File: config.mk
export PLATFORM = sky130hd
export DESIGN_NAME = ctrl_reg_target
export DESIGN_NICKNAME = d
export VERILOG_FILES = /design/src/rtl/ctrl_reg_pkg.sv /design/src/rtl/crt_bus_sampler.sv /design/src/rtl/crt_reg_store.sv /design/src/rtl/crt_link_fsm.sv /design/src/rtl/ctrl_reg_target.sv
export SDC_FILE = /design/constraint.sdc
export NUM_CORES = 1
export LEC_CHECK = 0
export BUFFER_PORTS_ARGS = -buffer_cell sky130_fd_sc_hd__buf_4
export CELL_PAD_IN_SITES_DETAIL_PLACEMENT = 0
export CELL_PAD_IN_SITES_GLOBAL_PLACEMENT = 1
export CORE_ASPECT_RATIO = 0.9
export CORE_UTILIZATION = 49
export DETAILED_ROUTE_END_ITERATION = 7
export HOLD_SLACK_MARGIN = 0.02
export MAX_ROUTING_LAYER = met4
export PLACE_DENSITY = 0.94
export SLEW_MARGIN = 20
export SYNTH_ARGS = -nofsm -noshare
export SYNTH_HDL_FRONTEND = slang
export SYNTH_SLANG_ARGS = --single-unit
File: constraint.sdc
create_clock -name clk_i -period 4 [get_ports clk_i]
set_clock_uncertainty 0.05 [all_clocks]
set_input_delay 0.8 -clock clk_i [delete_from_list [all_inputs] [get_ports clk_i]]
set_output_delay 0.8 -clock clk_i [all_outputs]
set_load 0.005 [all_outputs]
File: src/rtl/ctrl_reg_pkg.sv
package ctrl_reg_pkg;
  typedef enum logic [3:0] {
    ST_IDLE,
    ST_ADDR,
    ST_ADDR_ACK,
    ST_SUB,
    ST_SUB_ACK,
    ST_WR,
    ST_WR_ACK,
    ST_RD,
    ST_RD_ACK,
    ST_SKIP
  } link_state_e;

  localparam int unsigned BYTE_W = 8;
endpackage

File: src/rtl/crt_bus_sampler.sv
module crt_bus_sampler #(
  parameter int unsigned SYNC_STAGES = 2
) (
  input  logic clk_i,
  input  logic rst_ni,
  input  logic scl_i,
  input  logic sda_i,
  output logic scl_o,
  output logic sda_o,
  output logic scl_rise_o,
  output logic scl_fall_o,
  output logic start_o,
  output logic stop_o
);
  localparam int unsigned MSB = SYNC_STAGES - 1;

  logic [MSB:0] scl_pipe, sda_pipe;
  logic         scl_d, sda_d;

  always_ff @(posedge clk_i or negedge rst_ni) begin
    if (!rst_ni) begin
      scl_pipe <= '1;
      sda_pipe <= '1;
      scl_d    <= 1'b1;
      sda_d    <= 1'b1;
    end else begin
      scl_pipe <= {scl_pipe[MSB-1:0], scl_i};
      sda_pipe <= {sda_pipe[MSB-1:0], sda_i};
      scl_d    <= scl_pipe[MSB];
      sda_d    <= sda_pipe[MSB];
    end
  end

  assign scl_o      = scl_pipe[MSB];
  assign sda_o      = sda_pipe[MSB];
  assign scl_rise_o = !scl_d && scl_o;
  assign scl_fall_o = scl_d && !scl_o;
  // data edges qualified by SCL high on both samples
  assign start_o    = scl_d && scl_o && sda_d && !sda_o;
  assign stop_o     = scl_d && scl_o && !sda_d && sda_o;
endmodule

File: src/rtl/crt_reg_store.sv
module crt_reg_store #(
  parameter int unsigned NUM_REGS = 9,
  parameter int unsigned DATA_W   = 8,
  parameter int unsigned PTR_W    = 5
) (
  input  logic                       clk_i,
  input  logic                       rst_ni,
  input  logic                       we_i,
  input  logic [PTR_W-1:0]           wr_addr_i,
  input  logic [DATA_W-1:0]          wr_data_i,
  input  logic [PTR_W-1:0]           rd_addr_i,
  output logic [DATA_W-1:0]          rd_data_o,
  output logic [NUM_REGS*DATA_W-1:0] regs_o
);
  logic [DATA_W-1:0] mem_q [NUM_REGS];

  for (genvar g = 0; g < NUM_REGS; g++) begin : g_reg
    always_ff @(posedge clk_i or negedge rst_ni) begin
      if (!rst_ni)                                  mem_q[g] <= '0;
      else if (we_i && wr_addr_i == PTR_W'(g))      mem_q[g] <= wr_data_i;
    end
    assign regs_o[g*DATA_W +: DATA_W] = mem_q[g];
  end

  always_comb begin
    rd_data_o = '0;
    for (int i = 0; i < NUM_REGS; i++) begin
      if (rd_addr_i == PTR_W'(i)) rd_data_o = mem_q[i];
    end
  end
endmodule

File: src/rtl/crt_link_fsm.sv
module crt_link_fsm
  import ctrl_reg_pkg::*;
#(
  parameter logic [6:0]  DEV_ADDR = 7'b0010001,
  parameter int unsigned NUM_REGS = 9,
  parameter int unsigned PTR_W    = 5
) (
  input  logic               clk_i,
  input  logic               rst_ni,
  input  logic               sda_i,
  input  logic               scl_rise_i,
  input  logic               scl_fall_i,
  input  logic               start_i,
  input  logic               stop_i,
  input  logic [BYTE_W-1:0]  rd_data_i,
  output logic [PTR_W-1:0]   rd_addr_o,
  output logic               we_o,
  output logic [PTR_W-1:0]   wr_addr_o,
  output logic [BYTE_W-1:0]  wr_data_o,
  output logic               sda_oe_o
);
  localparam logic [PTR_W-1:0] LAST_IDX = PTR_W'(NUM_REGS - 1);

  link_state_e       state_q;
  logic [3:0]        cnt_q;
  logic [BYTE_W-1:0] rx_q, tx_q;
  logic [PTR_W-1:0]  ptr_q, ptr_nxt;
  logic              rw_q, mack_q, oe_q;
  logic              byte_done;

  assign ptr_nxt   = (ptr_q >= LAST_IDX) ? '0 : ptr_q + 1'b1;
  assign byte_done = scl_fall_i && (cnt_q == 4'd8);
  assign rd_addr_o = (state_q == ST_RD_ACK) ? ptr_nxt : ptr_q;
  assign we_o      = (state_q == ST_WR) && byte_done && !start_i && !stop_i
                     && (ptr_q <= LAST_IDX);
  assign wr_addr_o = ptr_q;
  assign wr_data_o = rx_q;
  assign sda_oe_o  = oe_q;

  always_ff @(posedge clk_i or negedge rst_ni) begin
    if (!rst_ni) begin
      state_q <= ST_IDLE;
      cnt_q   <= '0;
      rx_q    <= '0;
      tx_q    <= '0;
      ptr_q   <= '0;
      rw_q    <= 1'b0;
      mack_q  <= 1'b0;
      oe_q    <= 1'b0;
    end else if (start_i) begin
      state_q <= ST_ADDR;
      cnt_q   <= '0;
      oe_q    <= 1'b0;
    end else if (stop_i) begin
      state_q <= ST_IDLE;
      oe_q    <= 1'b0;
    end else begin
      unique case (state_q)
        ST_ADDR, ST_SUB, ST_WR: begin
          if (scl_rise_i && cnt_q != 4'd8) begin
            rx_q  <= {rx_q[BYTE_W-2:0], sda_i};
            cnt_q <= cnt_q + 1'b1;
          end
          if (byte_done) begin
            cnt_q <= '0;
            if (state_q == ST_ADDR) begin
              if (rx_q[7:1] == DEV_ADDR) begin
                rw_q    <= rx_q[0];
                oe_q    <= 1'b1;
                state_q <= ST_ADDR_ACK;
              end else begin
                state_q <= ST_SKIP;
              end
            end else if (state_q == ST_SUB) begin
              ptr_q   <= rx_q[PTR_W-1:0];
              oe_q    <= 1'b1;
              state_q <= ST_SUB_ACK;
            end else begin
              ptr_q   <= ptr_nxt;
              oe_q    <= 1'b1;
              state_q <= ST_WR_ACK;
            end
          end
        end
        ST_ADDR_ACK: begin
          if (scl_fall_i) begin
            cnt_q <= '0;
            if (rw_q) begin
              tx_q    <= rd_data_i;
              oe_q    <= !rd_data_i[7];
              state_q <= ST_RD;
            end else begin
              oe_q    <= 1'b0;
              state_q <= ST_SUB;
            end
          end
        end
        ST_SUB_ACK, ST_WR_ACK: begin
          if (scl_fall_i) begin
            cnt_q   <= '0;
            oe_q    <= 1'b0;
            state_q <= ST_WR;
          end
        end
        ST_RD: begin
          if (scl_rise_i) cnt_q <= cnt_q + 1'b1;
          if (byte_done) begin
            oe_q    <= 1'b0;
            state_q <= ST_RD_ACK;
          end else if (scl_fall_i) begin
            tx_q <= {tx_q[BYTE_W-2:0], 1'b0};
            oe_q <= !tx_q[6];
          end
        end
        ST_RD_ACK: begin
          if (scl_rise_i) mack_q <= !sda_i;
          if (scl_fall_i) begin
            cnt_q <= '0;
            if (mack_q) begin
              ptr_q   <= ptr_nxt;
              tx_q    <= rd_data_i;
              oe_q    <= !rd_data_i[7];
              state_q <= ST_RD;
            end else begin
              state_q <= ST_SKIP;
            end
          end
        end
        default: ;
      endcase
    end
  end
endmodule

File: src/rtl/ctrl_reg_target.sv
module ctrl_reg_target
  import ctrl_reg_pkg::*;
#(
  parameter logic [6:0]  DEV_ADDR    = 7'b0010001,
  parameter int unsigned NUM_REGS    = 9,
  parameter int unsigned PTR_W       = 5,
  parameter int unsigned SYNC_STAGES = 2,
  localparam int unsigned REGS_W     = NUM_REGS * BYTE_W
) (
  input  logic              clk_i,
  input  logic              rst_ni,
  input  logic              scl_i,
  input  logic              sda_i,
  output logic              sda_oe_o,
  output logic [REGS_W-1:0] regs_o
);
  logic              scl_s, sda_s, scl_rise, scl_fall, start_det, stop_det;
  logic              wr_en;
  logic [PTR_W-1:0]  wr_addr, rd_addr;
  logic [BYTE_W-1:0] wr_data, rd_data;

  crt_bus_sampler #(.SYNC_STAGES(SYNC_STAGES)) i_sampler (
    .clk_i, .rst_ni, .scl_i, .sda_i,
    .scl_o(scl_s), .sda_o(sda_s), .scl_rise_o(scl_rise), .scl_fall_o(scl_fall),
    .start_o(start_det), .stop_o(stop_det)
  );

  crt_link_fsm #(.DEV_ADDR(DEV_ADDR), .NUM_REGS(NUM_REGS), .PTR_W(PTR_W)) i_fsm (
    .clk_i, .rst_ni, .sda_i(sda_s), .scl_rise_i(scl_rise), .scl_fall_i(scl_fall),
    .start_i(start_det), .stop_i(stop_det), .rd_data_i(rd_data), .rd_addr_o(rd_addr),
    .we_o(wr_en), .wr_addr_o(wr_addr), .wr_data_o(wr_data), .sda_oe_o
  );

  crt_reg_store #(.NUM_REGS(NUM_REGS), .DATA_W(BYTE_W), .PTR_W(PTR_W)) i_store (
    .clk_i, .rst_ni, .we_i(wr_en), .wr_addr_i(wr_addr), .wr_data_i(wr_data),
    .rd_addr_i(rd_addr), .rd_data_o(rd_data), .regs_o
  );
endmodule

[After elaboration in Yosys (flattened, before gate mapping)]
Index checks and enable logic that the tools add are counted.
Cells by class
  $add $sub $neg: 2
  $lt $le $gt $ge: 2
  equality and inequality tests: 47
  muxes and demuxes: 57
  bitwise operators: 2
  reductions and logical operators: 47
Operators by type and width (count)
  $mux 8: 9
  $mux 4: 16
  $mux 7: 6
  $eq 5x3->1 const B: 8
  $mux 5: 7
  $ne 4x1->1 const B: 7
  $logic_and 1x1->1: 22
  $pmux 7 s3: 1
  $eq 5x2->1 const B: 4
  $pmux 4 s5: 1
  $eq 4x3->1 const B: 4
  $ne 2x1->1 const B: 7
  $mux 1: 12
  $pmux 4 s3: 1
  $reduce_and 6->1: 2
  $eq 5x1->1 const B: 2
  $eq 5x4->1 const B: 2
  $logic_not 5->1: 2
  $pmux 5 s2: 1
  $reduce_and 9->1: 1
  $eq 4x2->1 const B: 2
  $eq 4x4->1 const B: 2
  $logic_not 1->1: 8
  $reduce_and 4->1: 2
  other kinds (25): 28
Storage, ports and cells
  bits in registers: 109
  bits of input ports: 4
  output and inout bits: 73
  word-level logic and storage cells: 178

[Longest topological paths before layout]
Gate-level depths: netlist of run 1.
  depth in word-level cells: 19
  mapped depth: 10
  depth with buffers taken out: 8

[Hierarchy]
A second synthesis of run 1 with hierarchy kept.
Second synthesis, totals
  cell total of the unflattened synthesis: 508
  area total of the unflattened synthesis: 5592.9 sq um
By module, submodules not included
  crt_reg_store: times used 1, cells each 282, area an instance 3444.6 sq um, seq. area each 1801.7 sq um
  crt_link_fsm: times used 1, cells each 216, area an instance 1958.1 sq um, seq. area each 775.7 sq um
  crt_bus_sampler: times used 1, cells each 10, area an instance 190.2 sq um, seq. area each 157.7 sq um

[Worst setup path after synthesis of run 1]
OpenSTA, ideal clock, no wires.
  kind: register to register
  start point: register i_fsm.ptr_q[0] (netlist: i_fsm.wr_addr_o[0])
  end point: register i_fsm.tx_q[6]
  library setup time: 0.110 ns
  data arrival time: 2.443 ns
  data required time: 3.840 ns
  slack: 1.397 ns
  stages on the path, launching flop included: 10
  clock period less this slack: 2.603 ns
  cells stage by stage: dfrtp_1 buf_2 inv_1 ha_1 or3b_1 mux2_2 nand3b_1 o22ai_1 nor4_1 o41ai_1
Between the ends
  longest elaborated chain between the ends: 16
  elaborated cells between the ends (all ways): 27
RTL lines
  from (decl): RTL line crt_link_fsm.sv:27  | logic [PTR_W-1:0] ptr_q, ptr_nxt;
  from (signal assigned): RTL line crt_link_fsm.sv:75  | ptr_q <= rx_q[PTR_W-1:0];
  from (signal assigned): RTL line crt_link_fsm.sv:79  | ptr_q <= ptr_nxt;
  from (signal assigned): RTL line crt_link_fsm.sv:120  | ptr_q <= ptr_nxt;
  $add 5x1->5 or $ge 5x4->1 (tied branches): RTL line crt_link_fsm.sv:31  | assign ptr_nxt = (ptr_q >= LAST_IDX) ? '0 : ptr_q + 1'b1;
  $mux 5: RTL line crt_link_fsm.sv:31
  $mux 5 (*): RTL line crt_link_fsm.sv:33  | assign rd_addr_o = (state_q == ST_RD_ACK) ? ptr_nxt : ptr_q;
  $logic_not 5->1: RTL line crt_reg_store.sv:28  | if (rd_addr_i == PTR_W'(i)) rd_data_o = mem_q[i];
  $mux 8 (8 in a row): RTL line crt_reg_store.sv:28
  $mux 8 (*): RTL line crt_reg_store.sv:28
  $mux 7, on equally long branches: RTL line crt_link_fsm.sv:119, crt_link_fsm.sv:88
  $mux 7, on equally long branches: RTL line crt_link_fsm.sv:117, crt_link_fsm.sv:86
  $pmux 7 s3 (*): RTL line crt_link_fsm.sv:58  | unique case (state_q)
  to (signal assigned): RTL line crt_link_fsm.sv:89  | tx_q <= rd_data_i;
  to (signal assigned): RTL line crt_link_fsm.sv:111  | tx_q <= {tx_q[BYTE_W-2:0], 1'b0};
  to (signal assigned): RTL line crt_link_fsm.sv:121  | tx_q <= rd_data_i;
  to (decl): RTL line crt_link_fsm.sv:26  | logic [BYTE_W-1:0] rx_q, tx_q;
Mark *: on every way between the ends. The rest lies on a longest branch, timed or not. The select of a mux whose other input is x is not followed.
A chain may end at the register's enable or synchronous reset.

[Worst setup path in the final report of run 1]
  start point: register i_fsm.ptr_q[0] (netlist: i_fsm.wr_addr_o[0])
  end point: register i_fsm.tx_q[2]
Same word-level chain as after synthesis.

==> impl_metrics.tcl, run 1 <==
set metrics [dict create \
    wire_per_inst_um 21.3 \
    cts_num_sinks 109 \
    relSlewSlack 0.418 \
    path_max_fanout 16 \
    maxClockFrequency_ghz 0.316 \
    grt-ovfl-total 0 \
    fp.dieH_um 105 \
    max_slew.worst_pin.slew_ps 869 \
    gp_congestion 0.969 \
    hold_ws_ps 309 \
    clk_latency_ps 360 \
    root_buffer "clkbuf_16" \
    drtIter0Drc 351 \
    ys_seq_elements 109 \
    cp-end-kind "flop" \
    register_area_um2 2740 \
    netlist_area_um2 5730 \
    syn_nets 537 \
    drtPass1Iterations 5 \
    min_from "i_sampler.sda_pipe[0]" \
    synth_area_leaders "dfrtp_1, mux2_2, nand2_1" \
    start_kind "flop" \
    cap_violations 0 \
    ys_warn_count 0 \
    leakagePower_nw 3.13 \
    cts_buffer_depth 2 \
    synth_edf_count 0 \
    antenna_cells 0 \
    multiInputGateArea_um2 2800 \
    synthMostInstantiatedCell "dfrtp_1" \
    arrival_ps 3360 \
    hold_class "flop to flop" \
    grt_pass1_vias 4407 \
    setup.worst_path.start "i_fsm.wr_addr_o[0]" \
    core_um2 11400 \
    cts_tree "yes" \
    syn_inst 527 \
    cts_resized 0 \
    required_ps 4190 \
    dieArea_um2 12100 \
    powerDensity_nw_per_um2 556 \
    vias_per_cell 6.15 \
    fillers 956 \
    cts_buffers 9 \
    path_class "flop to flop" \
    via_count 4581 \
    synth_common_cells "dfrtp_1, mux2_2, nand2_1" \
    yosys.area.top_type "dfrtp_1" \
    htree_levels 3 \
    io_buffers 76 \
    drt_wl_total_um 15900 \
    finalInstanceArea_um2 6630 \
    row_count 37 \
    final_hold_viol_count 0 \
    synthDistinctLibCells 72 \
    syn_area_per_cell_um2 10.9 \
    seq_area_frac_synth 0.477 \
    tns_ps 0 \
    slew_violations 0 \
    vdd_drop_max_uv 383 \
    rsz0062_at_grt "false" \
    antenna_found_initial 0 \
    drive_gt1_frac 0.331 \
    nets 594 \
    route.detailed.drc 0 \
    synth_top_cell_area_share 0.450 \
    synth_top_flop_cell "dfrtp_1" \
    grt_pass1_wl_um 25100 \
    start_util 0.503 \
    post_cts_buffers 0 \
    ant_nets 0 \
    setup_viol 0 \
    dp_hpwl_um 11200 \
    status "completed" \
    grt_max_degree 57 \
    fin_crit_sh 0.792 \
    area_growth_pct 15.8 \
    die_w_um 116 \
    min_period_ps 3170 \
    dpl_cell_area_um2 6360 \
    clkTransAtPathRegs_ps 70 \
    async_flop_share 1.00 \
    r2r_start "i_fsm.wr_addr_o[0]" \
    track_usage 0.288 \
    cts.hold.buffers_added 0 \
    io_pins 77 \
]
registers in the layout, summed over array words and instances (netlist names):
| signal | flops |
|---|---|
| i_fsm.wr_addr_o | 5 |
| i_sampler.sda_pipe | 2 |
| i_sampler.scl_d | 1 |
| i_fsm.tx_q | 7 |
| i_fsm.mack_q | 1 |
| i_store.regs_o | 72 |
| i_fsm.rw_q | 1 |
| i_fsm.wr_data_o | 8 |
| i_fsm.sda_oe_o | 1 |
| i_sampler.scl_pipe | 2 |
| i_fsm.state_q | 4 |
| i_sampler.sda_d | 1 |
| i_fsm.cnt_q | 4 |
cell families (layout without fill, tap and decap cells):
kind of cell,count (synthesis),count (layout),synth area share
and+or+nand+nor,149,149,0.141
adders and majority gates,6,6,0.0131
AOI/OAI and AO/OA,129,129,0.154
DFF,109,109,0.477
buffers and inverters,42,104,0.0352
muxes,92,92,0.179
metal layers:
| metal | GRT usage | up-vias | wire length [um] |
|---|---|---|---|
| met5 | - | - | 0 |
| met4 | 0.120 | 0 | 420 |
| met3 | 0.0412 | 26 | 1030 |
| met2 | 0.416 | 220 | 7440 |
| met1 | 0.405 | 2294 | 6960 |
| li1 | - | 2041 | - |
path summary, 6_finish.rpt:
check / depth (start not counted) / endpoint / slack, ps
hold reg to reg: 0 / i_sampler.sda_pipe[1] / 310
setup reg to reg: 8 / i_fsm.tx_q[2] / 830
max in group asynchronous: 2 / i_sampler.scl_pipe[0] / 2690
setup / recovery: 8 / i_fsm.tx_q[2] / 830
min in group asynchronous: 1 / i_store.regs_o[4] / 440
hold / removal: 0 / i_sampler.sda_pipe[1] / 310
report_power, final:
group	total (mW)	switching, mW	internal [mW]
logic	1.30	0.775	0.522
registers	1.55	0.325	1.23
clock network	0.839	0.410	0.429
total	3.69	1.51	2.18
area by class of cell:
| class | instances | area share |
|---|---|---|
| clock buffer | 12 | 0.0357 |
| timing repair buffer | 78 | 0.0902 |
| multi-input combinational | 376 | 0.422 |
| inverter | 10 | 0.00566 |
| clock inverter | 4 | 0.00509 |
| tap | 156 | 0.0294 |
| sequential | 109 | 0.412 |
cell usage in the layout (no fill, tap or decap), types with 5 or more instances in the layout:
| cell type | synthesis | routed |
|---|---|---|
| a211oi_1 | 7 | 7 |
| a21oi_1 | 16 | 15 |
| a22oi_1 | 5 | 5 |
| and2_1 | 5 | 5 |
| buf_4 | 1 | 77 |
| clkbuf_16 | 0 | 9 |
| dfrtp_1 | 103 | 103 |
| dfstp_2 | 6 | 6 |
| ha_1 | 6 | 6 |
| inv_1 | 10 | 10 |
| mux2_2 | 84 | 84 |
| mux2i_1 | 7 | 7 |
| nand2_1 | 46 | 46 |
| nand2b_1 | 10 | 10 |
| nand3_1 | 6 | 6 |
| nor2_1 | 29 | 29 |
| nor2b_1 | 6 | 6 |
| nor3_1 | 8 | 8 |
| o211ai_1 | 6 | 6 |
| o21ai_0 | 31 | 31 |
| o21ai_1 | 8 | 8 |
| o22ai_1 | 5 | 5 |
critical path: stages, from the launching register on:
cell and delay (ps):
dfrtp_1 630, inv_1 150, ha_1 400, or3b_1 390, mux2_2 330, nand3b_1 290
o22ai_1 300, nor4_1 130, o41ai_1 380
stage by stage:
stage	total power [mW]	util	std cells	setup slack (ps)
after global placement	2.78	0.558	729	1090
after floorplan	2.47	-	527	1400
final	3.69	0.582	745	833
after detailed placement	2.82	0.558	729	929
after CTS	3.66	0.582	745	903
after global routing	3.89	0.582	745	626
Power figures use the tool's default switching activity.
==> inputs of run 2 (changes only) <==
Settings changed: CORE_UTILIZATION 49 to 41, PLACE_DENSITY 0.94 to 0.85.
Clock period 4 ns to 2.8 ns, I/O delays scaled along.
==> run 2 against run 1 <==
Against the previous run:
- clock-buffer cell count fell by 3
- sequential share of layout area fell by 1.5 points
- maximum frequency up 17%
- wire length rose by 3.5%
- hold slack worse by 120 ps
- critical path depth is the same
- combinational power up 68%
- first-iteration DRC count down 2.8%
- register-to-register slack got worse by 740 ps
- largest cell class unchanged
- cell count increased by 4.7%
==> impl_metrics.tcl, run 2 (synthesized netlist as in run 1, its figures left out) <==
set metrics [dict create \
    status "completed" \
    layout_commonest_cell "dfrtp_1" \
    wire_per_inst_um 21.0 \
    tns_ps 0 \
    drtPass1Iterations 5 \
    path_max_fanout 15 \
    cts_buffers 9 \
    multiInputGateArea_um2 2820 \
    powerDensity_nw_per_um2 814 \
    io_pins 77 \
    max_slew.worst_pin.slew_ps 713 \
    register_area_um2 2740 \
    fin_crit_sh 0.965 \
    cts_tree "yes" \
    cp-end-kind "flop" \
    grt-ovfl-total 0 \
    hold_ws_ps 186 \
    setup_viol 0 \
    grt_max_degree 51 \
    drive_gt1_frac 0.373 \
    cts_buffer_depth 2 \
    path_class "flop to flop" \
    power_frac_clock 0.230 \
    track_usage 0.242 \
    p_total_mw 5.60 \
    via_count 4616 \
    pwr-share-comb 0.390 \
    required_ps 2990 \
    p_seq_frac 0.380 \
    largest_reg_flops 72 \
    cts_num_sinks 109 \
    htree_levels 3 \
    clk_latency_ps 370 \
    leakagePower_nw 3.26 \
    start_util 0.424 \
    switchingPower_mw 2.30 \
    drtIter0Drc 341 \
    placed_cells 764 \
    area_growth_pct 20.0 \
    cap_violations 0 \
    vdd_drop_max_uv 518 \
    grt_pass1_vias 4494 \
    vias_per_cell 5.92 \
    root_buffer "clkbuf_16" \
    io_buffers 76 \
    relSlewSlack 0.525 \
    final_hold_viol_count 0 \
    start_kind "flop" \
    slew_violations 0 \
    die_w_um 127 \
    nets 617 \
    p_int_mw 3.29 \
    core_um2 13500 \
    grt_pass1_wl_um 25600 \
    cts.hold.buffers_added 0 \
    dieArea_um2 14500 \
    ant_nets 0 \
    switching_share 0.411 \
    antenna_cells 0 \
    clkTransAtPathRegs_ps 80 \
    row_count 40 \
    drt_wl_total_um 16400 \
    final_cell_mix "dfrtp_1, buf_4, mux2_2" \
    fillers 1200 \
    route.detailed.drc 0 \
    layout.cells.non_filler 780 \
    maxClockFrequency_ghz 0.370 \
    fp.dieH_um 114 \
    dp_hpwl_um 11600 \
    min_period_ps 2700 \
    antenna_found_initial 0 \
    gp_congestion 0.962 \
    hold_class "input pin to asynchronous set/reset pin" \
    rsz0062_at_grt "false" \
    arrival_ps 2890 \
]
-- run 2: cell types whose count changed in the layout (fill, tap and decap cells not counted), sizes merged --
| cell | before | now |
|---|---|---|
| buf | 78 | 101 |
| inv | 12 | 13 |
| clkinv | 1 | 2 |
| clkbuf | 12 | 9 |
| clkinvlp | 1 | 2 |
-- run 2: area by class of cell --
type,instances,area share
multi-input cells,376,0.410
well taps,168,0.0306
clock buffers,9,0.0327
inverters,10,0.00546
repair buffers,101,0.114
flip-flops and latches,109,0.398
clock inverters,7,0.00982
-- run 2: final timing paths --
kind | start | endpoint | slack (ps) | cells past startpoint
setup / recovery | i_fsm.state_q[3] | i_fsm.tx_q[2] | 100 | 8
hold / removal | rst_ni | i_store.regs_o[1] | 190 | 1
setup reg to reg | i_fsm.state_q[3] | i_fsm.tx_q[2] | 100 | 8
hold reg to reg | i_sampler.sda_pipe[0] | i_sampler.sda_pipe[1] | 310 | 0
max in group asynchronous | rst_ni | i_store.regs_o[56] | 1760 | 2
min in group clk_i | scl_i | i_sampler.scl_pipe[0] | 250 | 1
-- run 2: through the flow --
step / area (um^2) / worst slack (ps) / utilization
floorplan: 5730 / 197 / -
global placement: 6560 / 130 / 0.485
detailed placement: 6560 / 61.4 / 0.485
CTS: 6850 / 53.9 / 0.507
global route: 6880 / 11.0 / 0.509
finish: 6880 / 97.7 / 0.509
-- run 2: critical path, stage by stage (launching register included) --
cell	delay, ps
dfrtp_1	590
nor4b_4	330
buf_12	190
mux2i_1	230
buf_4	200
mux2i_1	250
o22ai_1	110
nor4_1	470
o41ai_1	140
-- run 2: layer usage --
metal,up-vias,share of wire,track usage,routed length [um]
met4,0,0.021,0.0884,348
met5,-,0,-,0
li1,2096,-,-,-
met2,157,0.47,0.369,7650
met3,24,0.051,0.0388,832
met1,2339,0.46,0.328,7570
-- run 2: power by group through the flow --
stage	clock [mW]	combinational [mW]	sequential (mW)
2_1_floorplan	0	1.60	1.92
3_3_place_gp	0	2.08	2.13
3_5_place_dp	0	2.11	2.14
4_1_cts	1.30	2.12	2.11
5_1_grt	1.36	2.38	2.15
6_report	1.29	2.18	2.13
-- run 2: repair_timing --
item                       4_1_cts  5_1_grt
setup endpoints to repair        0       27
resized for setup                0        7
buffers inserted                 0        0
==> inputs of run 3 (changes only) <==
Settings changed: PLACE_DENSITY 0.85 to 0.87.
==> run 3 against run 2 <==
Against the previous run:
- first-iteration DRC count down 1.8%
- die area unchanged
- utilization is 0.20 points lower
- largest cell class unchanged
- wire length increased by 0.38%
- maximum frequency shrank 2.6%
- critical path depth stayed put
- cell count shrank 0.13%
- flip-flop and latch count stayed put
- clock-buffer cell count is 1 higher
- design area down 0.40%
==> impl_metrics.tcl, run 3 (synthesized netlist as in run 1, its figures left out) <==
set metrics [dict create \
    arrival_ps 2970 \
    path_max_fanout 8 \
    dieArea_um2 14500 \
    drt_wl_total_um 16500 \
    cp-end-kind "flop" \
    setup_viol 0 \
    io_pins 77 \
    final_hold_viol_count 0 \
    leakagePower_nw 3.25 \
    final_cell_mix "dfrtp_1, buf_4, mux2_2" \
    relSlewSlack 0.503 \
    clkTransAtPathRegs_ps 80 \
    fp.dieH_um 114 \
    cts_tree "yes" \
    powerDensity_nw_per_um2 809 \
    max_slew.worst_pin.slew_ps 745 \
    antenna_found_initial 0 \
    largest_reg_flops 72 \
    grt_max_degree 48 \
    required_ps 3000 \
    status "completed" \
    switchingPower_mw 2.28 \
    via_count 4604 \
    gp_congestion 0.993 \
    layout.cells.non_filler 779 \
    post-route-util 0.507 \
    rsz0062_at_grt "true" \
    vias_per_cell 5.91 \
    grt-ovfl-total 0 \
    p_seq_frac 0.381 \
    cts_buffers 9 \
    min_period_ps 2770 \
    path_class "flop to flop" \
    die_w_um 127 \
    area_growth_pct 19.6 \
    io_buffers 76 \
    route.detailed.drc 0 \
    vdd_drop_max_uv 616 \
    grt_pass1_wl_um 25600 \
    track_usage 0.242 \
    drive_gt1_frac 0.368 \
    switching_share 0.411 \
    cap_violations 0 \
    start_kind "flop" \
    cts_buffer_depth 2 \
    layout_commonest_cell "dfrtp_1" \
    p_int_mw 3.27 \
    antenna_cells 0 \
    pwr-share-comb 0.394 \
    dp_hpwl_um 11700 \
    wire_per_inst_um 21.1 \
    cts.hold.buffers_added 0 \
    fin_crit_sh 0.990 \
    row_count 40 \
    cts_num_sinks 109 \
    htree_levels 3 \
    nets 616 \
    hold_class "input pin to asynchronous set/reset pin" \
    drtIter0Drc 335 \
    power_frac_clock 0.225 \
    fillers 1225 \
    root_buffer "clkbuf_16" \
    ant_nets 0 \
    clk_latency_ps 360 \
    slew_violations 0 \
    core_um2 13500 \
    drtPass1Iterations 7 \
    start_util 0.424 \
    placed_cells 762 \
    maxClockFrequency_ghz 0.361 \
    grt_pass1_vias 4588 \
]
-- run 3: worst max-delay path, cell delays in order (launching register included) --
cell and delay, ps:
dfrtp_1 430, inv_1 90, ha_1 190, and3b_1 250
nand2_1 140, or4_4 600, nor2_1 230, and2_2 310
mux2_2 370
-- run 3: through the flow --
stage	hold slack (ps)	total power [mW]	instance area [um^2]	setup TNS (ps)	worst slack [ps]
final	158	5.54	6850	0	26.8
after global routing	212	5.83	6850	-1730	-65.2
after CTS	190	5.50	6820	0	72.6
after detailed placement	297	4.24	6530	0	62.3
after global placement	296	4.22	6530	0	108
after floorplan	214	3.52	5730	0	197
-- run 3: layout make-up --
| type | instances | area [um^2] | share of cell area |
|---|---|---|---|
| multi-input combinational | 376 | 2810 | 0.410 |
| sequential | 109 | 2740 | 0.399 |
| timing repair buffer | 100 | 776 | 0.113 |
| clock buffer | 10 | 229 | 0.0334 |
| tap | 168 | 210 | 0.0307 |
| clock inverter | 6 | 55.1 | 0.00804 |
| inverter | 10 | 37.5 | 0.00548 |
-- run 3: metal layers --
metal,share of wire,global-route usage,vias to the layer above
li1,-,-,2089
met1,0.45,0.325,2310
met5,0,-,-
met2,0.45,0.352,169
met3,0.067,0.0533,36
met4,0.031,0.100,0
-- run 3: power by group through the flow --
| stage | combinational, mW | clock (mW) | sequential (mW) |
|---|---|---|---|
| after floorplan | 1.60 | 0 | 1.92 |
| after global placement | 2.10 | 0 | 2.12 |
| after detailed placement | 2.12 | 0 | 2.12 |
| after CTS | 2.14 | 1.26 | 2.09 |
| after global routing | 2.37 | 1.32 | 2.14 |
| final | 2.19 | 1.25 | 2.11 |
-- run 3: repair_timing --
item	CTS	global route
endpoints found under the setup margin	6	64
gates resized for setup	3	4
buffers inserted	0	1
pin swaps	0	1
-- run 3: worst paths after layout --
path	startpoint	to	slack, ps	cells after the start
worst max-delay path	i_fsm.cnt_q[0]	i_store.regs_o[23]	30	8
worst min-delay path	rst_ni	i_store.regs_o[12]	160	1
worst max register to register	i_fsm.cnt_q[0]	i_store.regs_o[23]	30	8
worst min register to register	i_sampler.sda_pipe[0]	i_sampler.sda_pipe[1]	300	0
max in group asynchronous	rst_ni	i_sampler.sda_pipe[0]	1740	2
min in group clk_i	sda_i	i_sampler.sda_pipe[0]	250	1
